## src/rtl/tmr_pkg.sv

```systemverilog
package tmr_pkg;

   // first control bit of a channel
   function automatic int unsigned ctl_base(input int unsigned ch);
      return (ch == 0) ? 0 : 4 * ch + 4;
   endfunction

   function automatic int unsigned ctl_start(input int unsigned ch);
      return ctl_base(ch);
   endfunction

   function automatic int unsigned ctl_manual(input int unsigned ch);
      return ctl_base(ch) + 1;
   endfunction

   function automatic int unsigned ctl_invert(input int unsigned ch);
      return ctl_base(ch) + 2;
   endfunction

   // the last channel lacks the invert bit, so its reload bit moves down
   function automatic int unsigned ctl_reload(input int unsigned ch, input int unsigned nch);
      return (ch == nch - 1) ? ctl_base(ch) + 2 : ctl_base(ch) + 3;
   endfunction

   function automatic int unsigned ctl_width(input int unsigned nch);
      return ctl_base(nch - 1) + 3;
   endfunction

   function automatic int unsigned addr_width(input int unsigned nch);
      return $clog2(3 * nch + 1);
   endfunction

endpackage

```

## src/rtl/tmr_ctrl_reg.sv

```systemverilog
module tmr_ctrl_reg
   import tmr_pkg::*;
#(
   parameter int unsigned NUM_CH = 5,
   localparam int unsigned CTRL_W = ctl_width(NUM_CH)
) (
   input  logic              clk,
   input  logic              rst_n,
   input  logic              wr_ctrl,
   input  logic [CTRL_W-1:0] wr_data,
   input  logic [NUM_CH-1:0] hit,
   output logic [CTRL_W-1:0] ctrl_q,
   output logic [NUM_CH-1:0] run,
   output logic [NUM_CH-1:0] load,
   output logic [NUM_CH-1:0] inv,
   output logic [NUM_CH-1:0] reload
);

   logic [NUM_CH:0][CTRL_W-1:0] clr_acc;
   logic [CTRL_W-1:0]           ctrl_d;

   assign clr_acc[0] = '0;

   for (genvar c = 0; c < NUM_CH; c++) begin : g_ch
      localparam int unsigned PS = ctl_start(c);
      localparam int unsigned PM = ctl_manual(c);
      localparam int unsigned PR = ctl_reload(c, NUM_CH);

      assign run[c]    = ctrl_q[PS];
      assign reload[c] = ctrl_q[PR];
      // rising edge of the manual-update bit
      assign load[c]   = wr_ctrl & wr_data[PM] & ~ctrl_q[PM];

      if (c == NUM_CH - 1) begin : g_noinv
         assign inv[c] = 1'b0;
      end else begin : g_inv
         localparam int unsigned PI = ctl_invert(c);
         assign inv[c] = ctrl_q[PI];
      end

      assign clr_acc[c+1] = clr_acc[c]
                          | (CTRL_W'(hit[c] & ~reload[c]) << PS);


      oneshot_clear_chk: assert property (@(posedge clk) disable iff (!rst_n)
         (!wr_ctrl && hit[c] && !reload[c]) |=> !run[c]);
   end

   // a software write takes precedence over the hardware start clear
   always_comb begin
      if (wr_ctrl) ctrl_d = wr_data;
      else         ctrl_d = ctrl_q & ~clr_acc[NUM_CH];
   end

   always_ff @(posedge clk or negedge rst_n) begin
      if (!rst_n) ctrl_q <= '0;
      else        ctrl_q <= ctrl_d;
   end

endmodule

```

## src/rtl/tmr_chan.sv

```systemverilog
module tmr_chan #(
   parameter int unsigned CNT_W   = 16,
   parameter bit          HAS_CMP = 1'b1
) (
   input  logic             clk,
   input  logic             rst_n,
   input  logic             wr_cnt,
   input  logic             wr_cmp,
   input  logic [CNT_W-1:0] wr_data,
   input  logic             tick,
   input  logic             run,
   input  logic             load,
   input  logic             reload,
   input  logic             inv,
   output logic             hit,
   output logic             expire,
   output logic [CNT_W-1:0] count,
   output logic [CNT_W-1:0] buf_val,
   output logic [CNT_W-1:0] cmp_val,
   output logic             pwm
);

   logic [CNT_W-1:0] count_q, buf_q;
   logic             expire_q, at_zero;

   assign at_zero = (count_q == '0);
   // terminal tick; a manual update in the same cycle wins
   assign hit     = run & tick & at_zero & ~load;

   always_ff @(posedge clk or negedge rst_n) begin
      if (!rst_n) begin
         count_q  <= '0;
         buf_q    <= '0;
         expire_q <= 1'b0;
      end else begin
         if (wr_cnt) buf_q <= wr_data;
         expire_q <= hit;
         if (load)             count_q <= buf_q;
         else if (hit)         count_q <= reload ? buf_q : '0;
         else if (run && tick) count_q <= count_q - 1'b1;
      end
   end

   assign count   = count_q;
   assign buf_val = buf_q;
   assign expire  = expire_q;

   if (HAS_CMP) begin : g_cmp
      logic [CNT_W-1:0] cmp_q;
      always_ff @(posedge clk or negedge rst_n) begin
         if (!rst_n)      cmp_q <= '0;
         else if (wr_cmp) cmp_q <= wr_data;
      end
      assign cmp_val = cmp_q;
      assign pwm     = (count_q > cmp_q) ^ inv;
   end else begin : g_nocmp
      logic unused_cmp_in;
      assign unused_cmp_in = wr_cmp ^ inv;
      assign cmp_val       = '0;
      assign pwm           = ~at_zero;
   end


   tick_step_chk: assert property (@(posedge clk) disable iff (!rst_n)
      (run && tick && !load && !at_zero) |=> (count_q == $past(count_q) - 1'b1));


   idle_hold_chk: assert property (@(posedge clk) disable iff (!rst_n)
      (!run && !load) |=> $stable(count_q));


   reload_pulse_chk: assert property (@(posedge clk) disable iff (!rst_n)
      (hit && reload) |=> (expire && count_q == $past(buf_q)));

endmodule

```

## src/rtl/tmr_rd_mux.sv

```systemverilog
module tmr_rd_mux #(
   parameter int unsigned NUM_CH = 5,
   parameter int unsigned CNT_W  = 16,
   parameter int unsigned DATA_W = 32,
   parameter int unsigned CTRL_W = 23,
   parameter int unsigned ADDR_W = 4
) (
   input  logic [ADDR_W-1:0]             rd_addr,
   input  logic [CTRL_W-1:0]             ctrl,
   input  logic [NUM_CH-1:0][CNT_W-1:0]  bufs,
   input  logic [NUM_CH-1:0][CNT_W-1:0]  cmps,
   input  logic [NUM_CH-1:0][CNT_W-1:0]  cnts,
   output logic [DATA_W-1:0]             rd_data
);

   logic [NUM_CH:0][DATA_W-1:0] acc;

   assign acc[0] = (rd_addr == '0) ? DATA_W'(ctrl) : '0;

   for (genvar c = 0; c < NUM_CH; c++) begin : g_ch
      localparam logic [ADDR_W-1:0] A_BUF = ADDR_W'(1 + 3 * c);
      localparam logic [ADDR_W-1:0] A_CMP = ADDR_W'(2 + 3 * c);
      localparam logic [ADDR_W-1:0] A_OBS = ADDR_W'(3 + 3 * c);
      logic [DATA_W-1:0] part;
      always_comb begin
         unique case (rd_addr)
            A_BUF:   part = DATA_W'(bufs[c]);
            A_CMP:   part = DATA_W'(cmps[c]);
            A_OBS:   part = DATA_W'(cnts[c]);
            default: part = '0;
         endcase
      end
      assign acc[c+1] = acc[c] | part;
   end

   assign rd_data = acc[NUM_CH];

endmodule

```

## src/rtl/tmr_bank.sv

```systemverilog
module tmr_bank
   import tmr_pkg::*;
#(
   parameter int unsigned NUM_CH = 5,
   parameter int unsigned CNT_W  = 16,
   parameter int unsigned DATA_W = 32,
   localparam int unsigned CTRL_W = ctl_width(NUM_CH),
   localparam int unsigned ADDR_W = addr_width(NUM_CH)
) (
   input  logic              clk,
   input  logic              rst_n,
   input  logic              wr_en,
   input  logic [ADDR_W-1:0] wr_addr,
   input  logic [DATA_W-1:0] wr_data,
   input  logic [ADDR_W-1:0] rd_addr,
   output logic [DATA_W-1:0] rd_data,
   input  logic [NUM_CH-1:0] tick,
   output logic [NUM_CH-1:0] expire,
   output logic [NUM_CH-1:0] pwm_out
);

   if (NUM_CH < 2 || CTRL_W > DATA_W) begin : g_bad_ch
      $error("tmr_bank: NUM_CH must be at least 2 and its control word must fit DATA_W");
   end
   if (CNT_W < 2 || CNT_W > DATA_W) begin : g_bad_cnt
      $error("tmr_bank: CNT_W must lie between 2 and DATA_W");
   end

   logic [CTRL_W-1:0]            ctrl_q;
   logic [NUM_CH-1:0]            run, load, inv, reload, hit;
   logic [NUM_CH-1:0][CNT_W-1:0] cnt_v, buf_v, cmp_v;
   logic                         wr_ctrl;
   logic                         unused_wdata;

   assign wr_ctrl      = wr_en && (wr_addr == '0);
   assign unused_wdata = ^wr_data;

   tmr_ctrl_reg #(.NUM_CH(NUM_CH)) u_ctrl (
      .clk     (clk),
      .rst_n   (rst_n),
      .wr_ctrl (wr_ctrl),
      .wr_data (wr_data[CTRL_W-1:0]),
      .hit     (hit),
      .ctrl_q  (ctrl_q),
      .run     (run),
      .load    (load),
      .inv     (inv),
      .reload  (reload)
   );

   for (genvar c = 0; c < NUM_CH; c++) begin : g_ch
      localparam logic [ADDR_W-1:0] A_BUF = ADDR_W'(1 + 3 * c);
      localparam logic [ADDR_W-1:0] A_CMP = ADDR_W'(2 + 3 * c);
      logic wr_buf, wr_cmp;
      assign wr_buf = wr_en && (wr_addr == A_BUF);
      assign wr_cmp = wr_en && (wr_addr == A_CMP);

      tmr_chan #(
         .CNT_W   (CNT_W),
         .HAS_CMP (c != NUM_CH - 1)
      ) u_chan (
         .clk     (clk),
         .rst_n   (rst_n),
         .wr_cnt  (wr_buf),
         .wr_cmp  (wr_cmp),
         .wr_data (wr_data[CNT_W-1:0]),
         .tick    (tick[c]),
         .run     (run[c]),
         .load    (load[c]),
         .reload  (reload[c]),
         .inv     (inv[c]),
         .hit     (hit[c]),
         .expire  (expire[c]),
         .count   (cnt_v[c]),
         .buf_val (buf_v[c]),
         .cmp_val (cmp_v[c]),
         .pwm     (pwm_out[c])
      );
   end

   tmr_rd_mux #(
      .NUM_CH (NUM_CH),
      .CNT_W  (CNT_W),
      .DATA_W (DATA_W),
      .CTRL_W (CTRL_W),
      .ADDR_W (ADDR_W)
   ) u_rd (
      .rd_addr (rd_addr),
      .ctrl    (ctrl_q),
      .bufs    (buf_v),
      .cmps    (cmp_v),
      .cnts    (cnt_v),
      .rd_data (rd_data)
   );

endmodule

```

## config.mk

```make
export PLATFORM = sky130hd
export DESIGN_NAME = tmr_bank
export DESIGN_NICKNAME = d
export VERILOG_FILES = /design/src/rtl/tmr_pkg.sv /design/src/rtl/tmr_ctrl_reg.sv /design/src/rtl/tmr_chan.sv /design/src/rtl/tmr_rd_mux.sv /design/src/rtl/tmr_bank.sv
export SDC_FILE = /design/constraint.sdc
export NUM_CORES = 1
export LEC_CHECK = 0
export BUFFER_PORTS_ARGS = -buffer_cell sky130_fd_sc_hd__buf_2
export CAP_MARGIN = 40
export CORE_MARGIN = 2
export CORE_UTILIZATION = 30
export DETAILED_ROUTE_END_ITERATION = 10
export MAX_ROUTING_LAYER = met4
export PLACE_DENSITY = 0.53
export SLEW_MARGIN = 10
export SYNTH_ARGS = -nofsm -noshare
export SYNTH_HDL_FRONTEND = slang
export SYNTH_HIERARCHICAL = 1
export SYNTH_SLANG_ARGS = --single-unit
```

## constraint.sdc

```tcl
create_clock -name clk -period 1.99 [get_ports clk]
set_clock_uncertainty 0.05 [all_clocks]
set_input_delay 0.398 -clock clk [delete_from_list [all_inputs] [get_ports clk]]
set_output_delay 0.398 -clock clk [all_outputs]
set_load 0.005 [all_outputs]
```

==> run metrics, run 1 <==
outcome=finished, violations left; failing checks=negative setup slack; Slew @ Worst Pin=692 ps; worst-path fanout max=2; fin nets=2436; relative slew slack=0.539; Final TNS setup=-29660 ps; GRT Total Usage=0.275; footprint of the multi-input gates=10800 sq um; clk slew on worst S/H paths=60 ps; die height=238 microns; path category of the worst min-delay check=input port to register; Vias per Instance=5.59; clock root cell=clkbuf_16; gpl congestion=0.988; first-pass GRT wire length=112000 microns; routed via count=17.0k; total wire length=77400 microns; Ys Warns=6; initial antenna violation count=3; Avg WL per Cell=25.5 microns; DIE AREA=56600 sq um; share of cells above drive strength 1=0.511; CP Capture Type=primary output; std cell rows=85; P&R area growth vs syn=55.7%; post-detail-place hpwl=57200 microns; clk_lat worst skew=540 ps; fillers=4950; IO buf count=71; Mapped Avg Cell Area=9.82 sq um; htree depth=2; RSZ-0062 raised after global routing=yes; final slew viol count=0; core area=53900 sq um; pwr dens=964 nW/um^2; Max clock buf depth=3; Peak VDD IR=0.574 mV; CP arrival=2440 ps; Setup WS post-layout=-896 ps; 1st-pass router iterations=6; CP Data Required Time=1540 ps; Placed Area=21300 sq um; min Tclk post-route=2890 ps; max_cap viols=0; final period utilization=1.45; initial core utilization=0.304; synthesized cell area=16400 sq um; DR DRC count=0; fin area=25500 sq um; Final Hold Fails=0; TritonCTS clock tree=built; Antenna Nets Post-Route=0; fmax=346 MHz; 1st-iter DRT viols=1595; standby leakage power=11.3 nW; Register Area=6330 sq um; Setup-failing EPs final=109; die width=238 microns; TritonCTS buffer count=34; critical setup path kind=register to primary output; vias in the first global route=16.7k; Hold WS=41.5 ps; largest net degree at the start of global routing=52; Mapped Cells=1671; Setup crit start kind=register; total gr overflow=0; io pins=90; clk sink count=252
-- critical path, cell delays in order (launching register included) --
cell,delay (ps)
dfrtp_1,360
inv_2,50
ha_1,290
nor2b_1,130
o211ai_1,140
a2111o_1,410
a31oi_2,170
xor2_1,190
buf_2,140
-- power by group --
group          internal [mW]  switching, mW  leakage (nW)
clock                   4.16           2.50         0.592
combinational           5.23           5.13          7.72
sequential              6.32           1.28          2.97
total                   15.7           8.92          11.3
-- cell type report --
class,count,share of cell area
Antenna cell,1,0.0000980
Clock buffer,46,0.0391
Clock inverter,13,0.00784
Inverter,98,0.0154
Multi-Input combinational cell,1214,0.422
Sequential cell,252,0.248
Tap cell,696,0.0341
Timing Repair Buffer,713,0.234
Timing Repair inverter,1,0.000245
-- cells in the final DEF, fill, tap and decap left out, types with 14 or more instances in the layout --
cell type,count
buf_12,23
mux2i_1,19
nor2_1,50
dfrtp_1,235
dfrtp_2,17
nor4_4,19
a22oi_1,25
inv_1,80
nand2_1,143
conb_1,25
nor3_1,17
ha_1,55
mux2_2,105
nand2_2,14
o21ai_0,83
buf_2,58
buf_4,517
clkbuf_16,35
buf_6,105
nand3_1,34
and2_1,15
nand2b_1,15
a221o_1,34
ha_4,18
nand4_1,31
a21oi_1,46
-- metrics by stage --
| stage | instances | util | setup slack, ps | total power, mW |
|---|---|---|---|---|
| floorplan | 1694 | - | -565 | 11.1 |
| global placement | 2856 | 0.395 | -923 | 15.9 |
| detailed placement | 2857 | 0.395 | -878 | 16.0 |
| CTS | 2990 | 0.450 | -966 | 23.7 |
| global route | 3034 | 0.474 | -1030 | 25.7 |
| finish | 3034 | 0.474 | -896 | 24.6 |
-- metal layers --
metal	GRT usage	share of wire	vias up
met1	0.369	0.43	8662
met5	-	0	-
met3	0.0302	0.060	118
li1	-	-	7580
met4	0.0736	0.029	0
met2	0.443	0.48	594
-- what timing repair did --
action                     CTS  global route
pin swaps                   93            73
setup endpoints to repair  113           112
hold endpoints to repair    41             0
gates cloned                 2             0
gates resized for setup    282           190
hold buffers                 2             0
setup buffers               75            54
-- worst paths after layout --
check	start	to	slack (ps)	depth (start not counted)
worst max-delay path	g_ch[2].u_chan/cmp_val[1]$_DFFE_PN0P_	pwm_out[2]	-900	8
worst min-delay path	wr_data[22]	u_ctrl/ctrl_q[22]$_DFFE_PN0P_	40	2
worst max register to register	g_ch[3].u_chan/count[1]$_DFFE_PN0P_	g_ch[3].u_chan/count[13]$_DFFE_PN0P_	-340	9
worst min register to register	u_ctrl/ctrl_q[6]$_DFFE_PN0P_	u_ctrl/ctrl_q[6]$_DFFE_PN0P_	460	1
max in group asynchronous	rst_n	g_ch[3].u_chan/cmp_val[12]$_DFFE_PN0P_	860	3
min in group asynchronous	rst_n	g_ch[0].u_chan/buf_val[2]$_DFFE_PN0P_	340	2
-- flip-flops by register name (all words and copies together) (netlist names) --
name                 count
g_ch.u_chan/count       80
g_ch.u_chan/expire       5
u_ctrl/ctrl_q           23
g_ch.u_chan/buf_val     80
g_ch.u_chan/cmp_val     64
No activity file was read; power rests on OpenSTA's default activity.
==> run 2: changes to the inputs <==
==> constraint.sdc (replaced) <==
create_clock -name clk -period 1.99 [get_ports clk]
set_clock_uncertainty 0.05 [all_clocks]
set_input_delay 0.199 -clock clk [delete_from_list [all_inputs] [get_ports clk]]
set_output_delay 0.199 -clock clk [all_outputs]
set_load 0.005 [all_outputs]
==> run metrics, run 2 (synthesized netlist as in run 1, its figures left out) <==
clk sink count=252; die height=238 microns; Antenna Nets Post-Route=0; clock root cell=clkbuf_16; Register-to-Register Path Depth=9; WHS Path Cells=3; first-pass GRT wire length=112000 microns; initial antenna violation count=4; total gr overflow=0; fin nets=2429; Hold WS=67.0 ps; pwr dens=971 nW/um^2; Register Area=6330 sq um; Final TNS setup=-24080 ps; vias in the first global route=16.6k; outcome=finished, violations left; Final Hold Fails=0; relative slew slack=0.614; min Tclk post-route=2780 ps; post-detail-place hpwl=57000 microns; DIE AREA=56600 sq um; most frequent cells in the layout=503 x buf_4, 230 x dfrtp_1, 145 x nand2_1, 106 x buf_6, 105 x mux2_2; largest net degree at the start of global routing=47; CP startpoint=g_ch[1].u_chan/count[1]$_DFFE_PN0P_; gpl congestion=0.976; CP arrival=2530 ps; Setup-failing EPs final=98; IO buf count=71; total wire length=77100 microns; DR DRC count=0; 1st-pass router iterations=6; Final Core Density=0.467; std cell rows=85; core area=53900 sq um; fillers=5022; fin area=25200 sq um; Slew @ Worst Pin=572 ps; Setup WS post-layout=-787 ps; io pins=90; Peak VDD IR=0.505 mV; standby leakage power=11.2 nW; CP Capture Type=primary output; clk slew on worst S/H paths=60 ps; final period utilization=1.40; 1st-iter DRT viols=1597; Worst R2R Setup Slack=-330 ps; critical setup path kind=register to primary output; Vias per Instance=5.60; htree depth=2; P&R area growth vs syn=53.5%; Avg WL per Cell=25.4 microns; path category of the worst min-delay check=input port to register; RR Endpoint=g_ch[3].u_chan/count[13]$_DFFE_PN0P_; initial core utilization=0.304; Placed Area=21200 sq um; share of cells above drive strength 1=0.495; Worst Hold Path EP=u_ctrl/ctrl_q[0]$_DFF_PN0_; routed via count=17.0k; clk_lat worst skew=560 ps; max_cap viols=0; Setup crit start kind=register; failing checks=negative setup slack; die width=238 microns; CP Data Required Time=1740 ps; most common cell after layout, fill and taps aside=buf_4; footprint of the multi-input gates=10400 sq um; RSZ-0062 raised after global routing=yes; TritonCTS buffer count=34; TritonCTS clock tree=built; fmax=360 MHz; r2r startpoint=g_ch[3].u_chan/count[1]$_DFFE_PN0P_; min-delay src=wr_data[0]; worst-path fanout max=2; GRT Total Usage=0.277; final slew viol count=0; Max clock buf depth=3
run 2: cell types whose count changed in the layout (fill, tap and decap cells not counted), sizes merged:
cell | before | now
clkinvlp | 1 | 3
dlygate4sd3 | 2 | 11
buf | 711 | 693
diode | 1 | 2
clkbuf | 46 | 48
inv | 100 | 99
run 2: metal layers:
metal / global-route usage / part of all wire / vias to the layer above
met2: 0.445 / 0.47 / 639
met4: 0.0825 / 0.034 / 0
met5: - / 0 / -
li1: - / - / 7563
met1: 0.365 / 0.43 / 8620
met3: 0.0353 / 0.058 / 134
run 2: report_power, final:
| part | internal, mW | total (mW) | switching [mW] | leakage, nW |
|---|---|---|---|---|
| Sequential | 6.32 | 7.71 | 1.39 | 2.97 |
| Combinational | 5.20 | 10.1 | 4.88 | 7.61 |
| Clock | 4.13 | 6.65 | 2.52 | 0.589 |
| Total | 15.7 | 24.5 | 8.80 | 11.2 |
run 2: critical path: stages (launching register included):
cell      delay, ps
dfrtp_1         390
buf_6           130
ha_4            260
nor2b_4         120
o211ai_1        100
a2111o_1        390
a31oi_2         230
xor2_1          220
buf_2           150
run 2: stage by stage:
stage	setup slack, ps	power [mW]	instances
3_5_place_dp	-627	15.8	2853
3_3_place_gp	-573	15.7	2853
6_report	-787	24.5	3029
4_1_cts	-791	23.8	2991
2_1_floorplan	-366	11.1	1694
5_1_grt	-850	25.6	3027
run 2: what timing repair did:
item,4_1_cts,5_1_grt
gates cloned,2,1
setup buffers,72,47
setup endpoints to repair,99,113
hold endpoints to repair,262,0
hold buffers,11,0
resized for setup,277,156
pin swaps,92,96
run 2: cell type report:
class / instances / area share
Multi-Input combinational cell: 1214 / 0.414
Sequential cell: 252 / 0.252
Timing Repair Buffer: 707 / 0.236
Clock buffer: 45 / 0.0390
Tap cell: 696 / 0.0346
Inverter: 98 / 0.0155
Clock inverter: 15 / 0.00900
Antenna cell: 2 / 0.000199
run 2: how the worst max path moves through the flow:
stage | to | cells after the start
floorplan | g_ch[1].u_chan/count[11]$_DFFE_PN0P_ | 11
global placement | g_ch[3].u_chan/count[8]$_DFFE_PN0P_ | 12
detailed placement | g_ch[3].u_chan/count[13]$_DFFE_PN0P_ | 12
CTS | pwm_out[1] | 8
global route | rd_data[1] | 7
finish | pwm_out[1] | 8
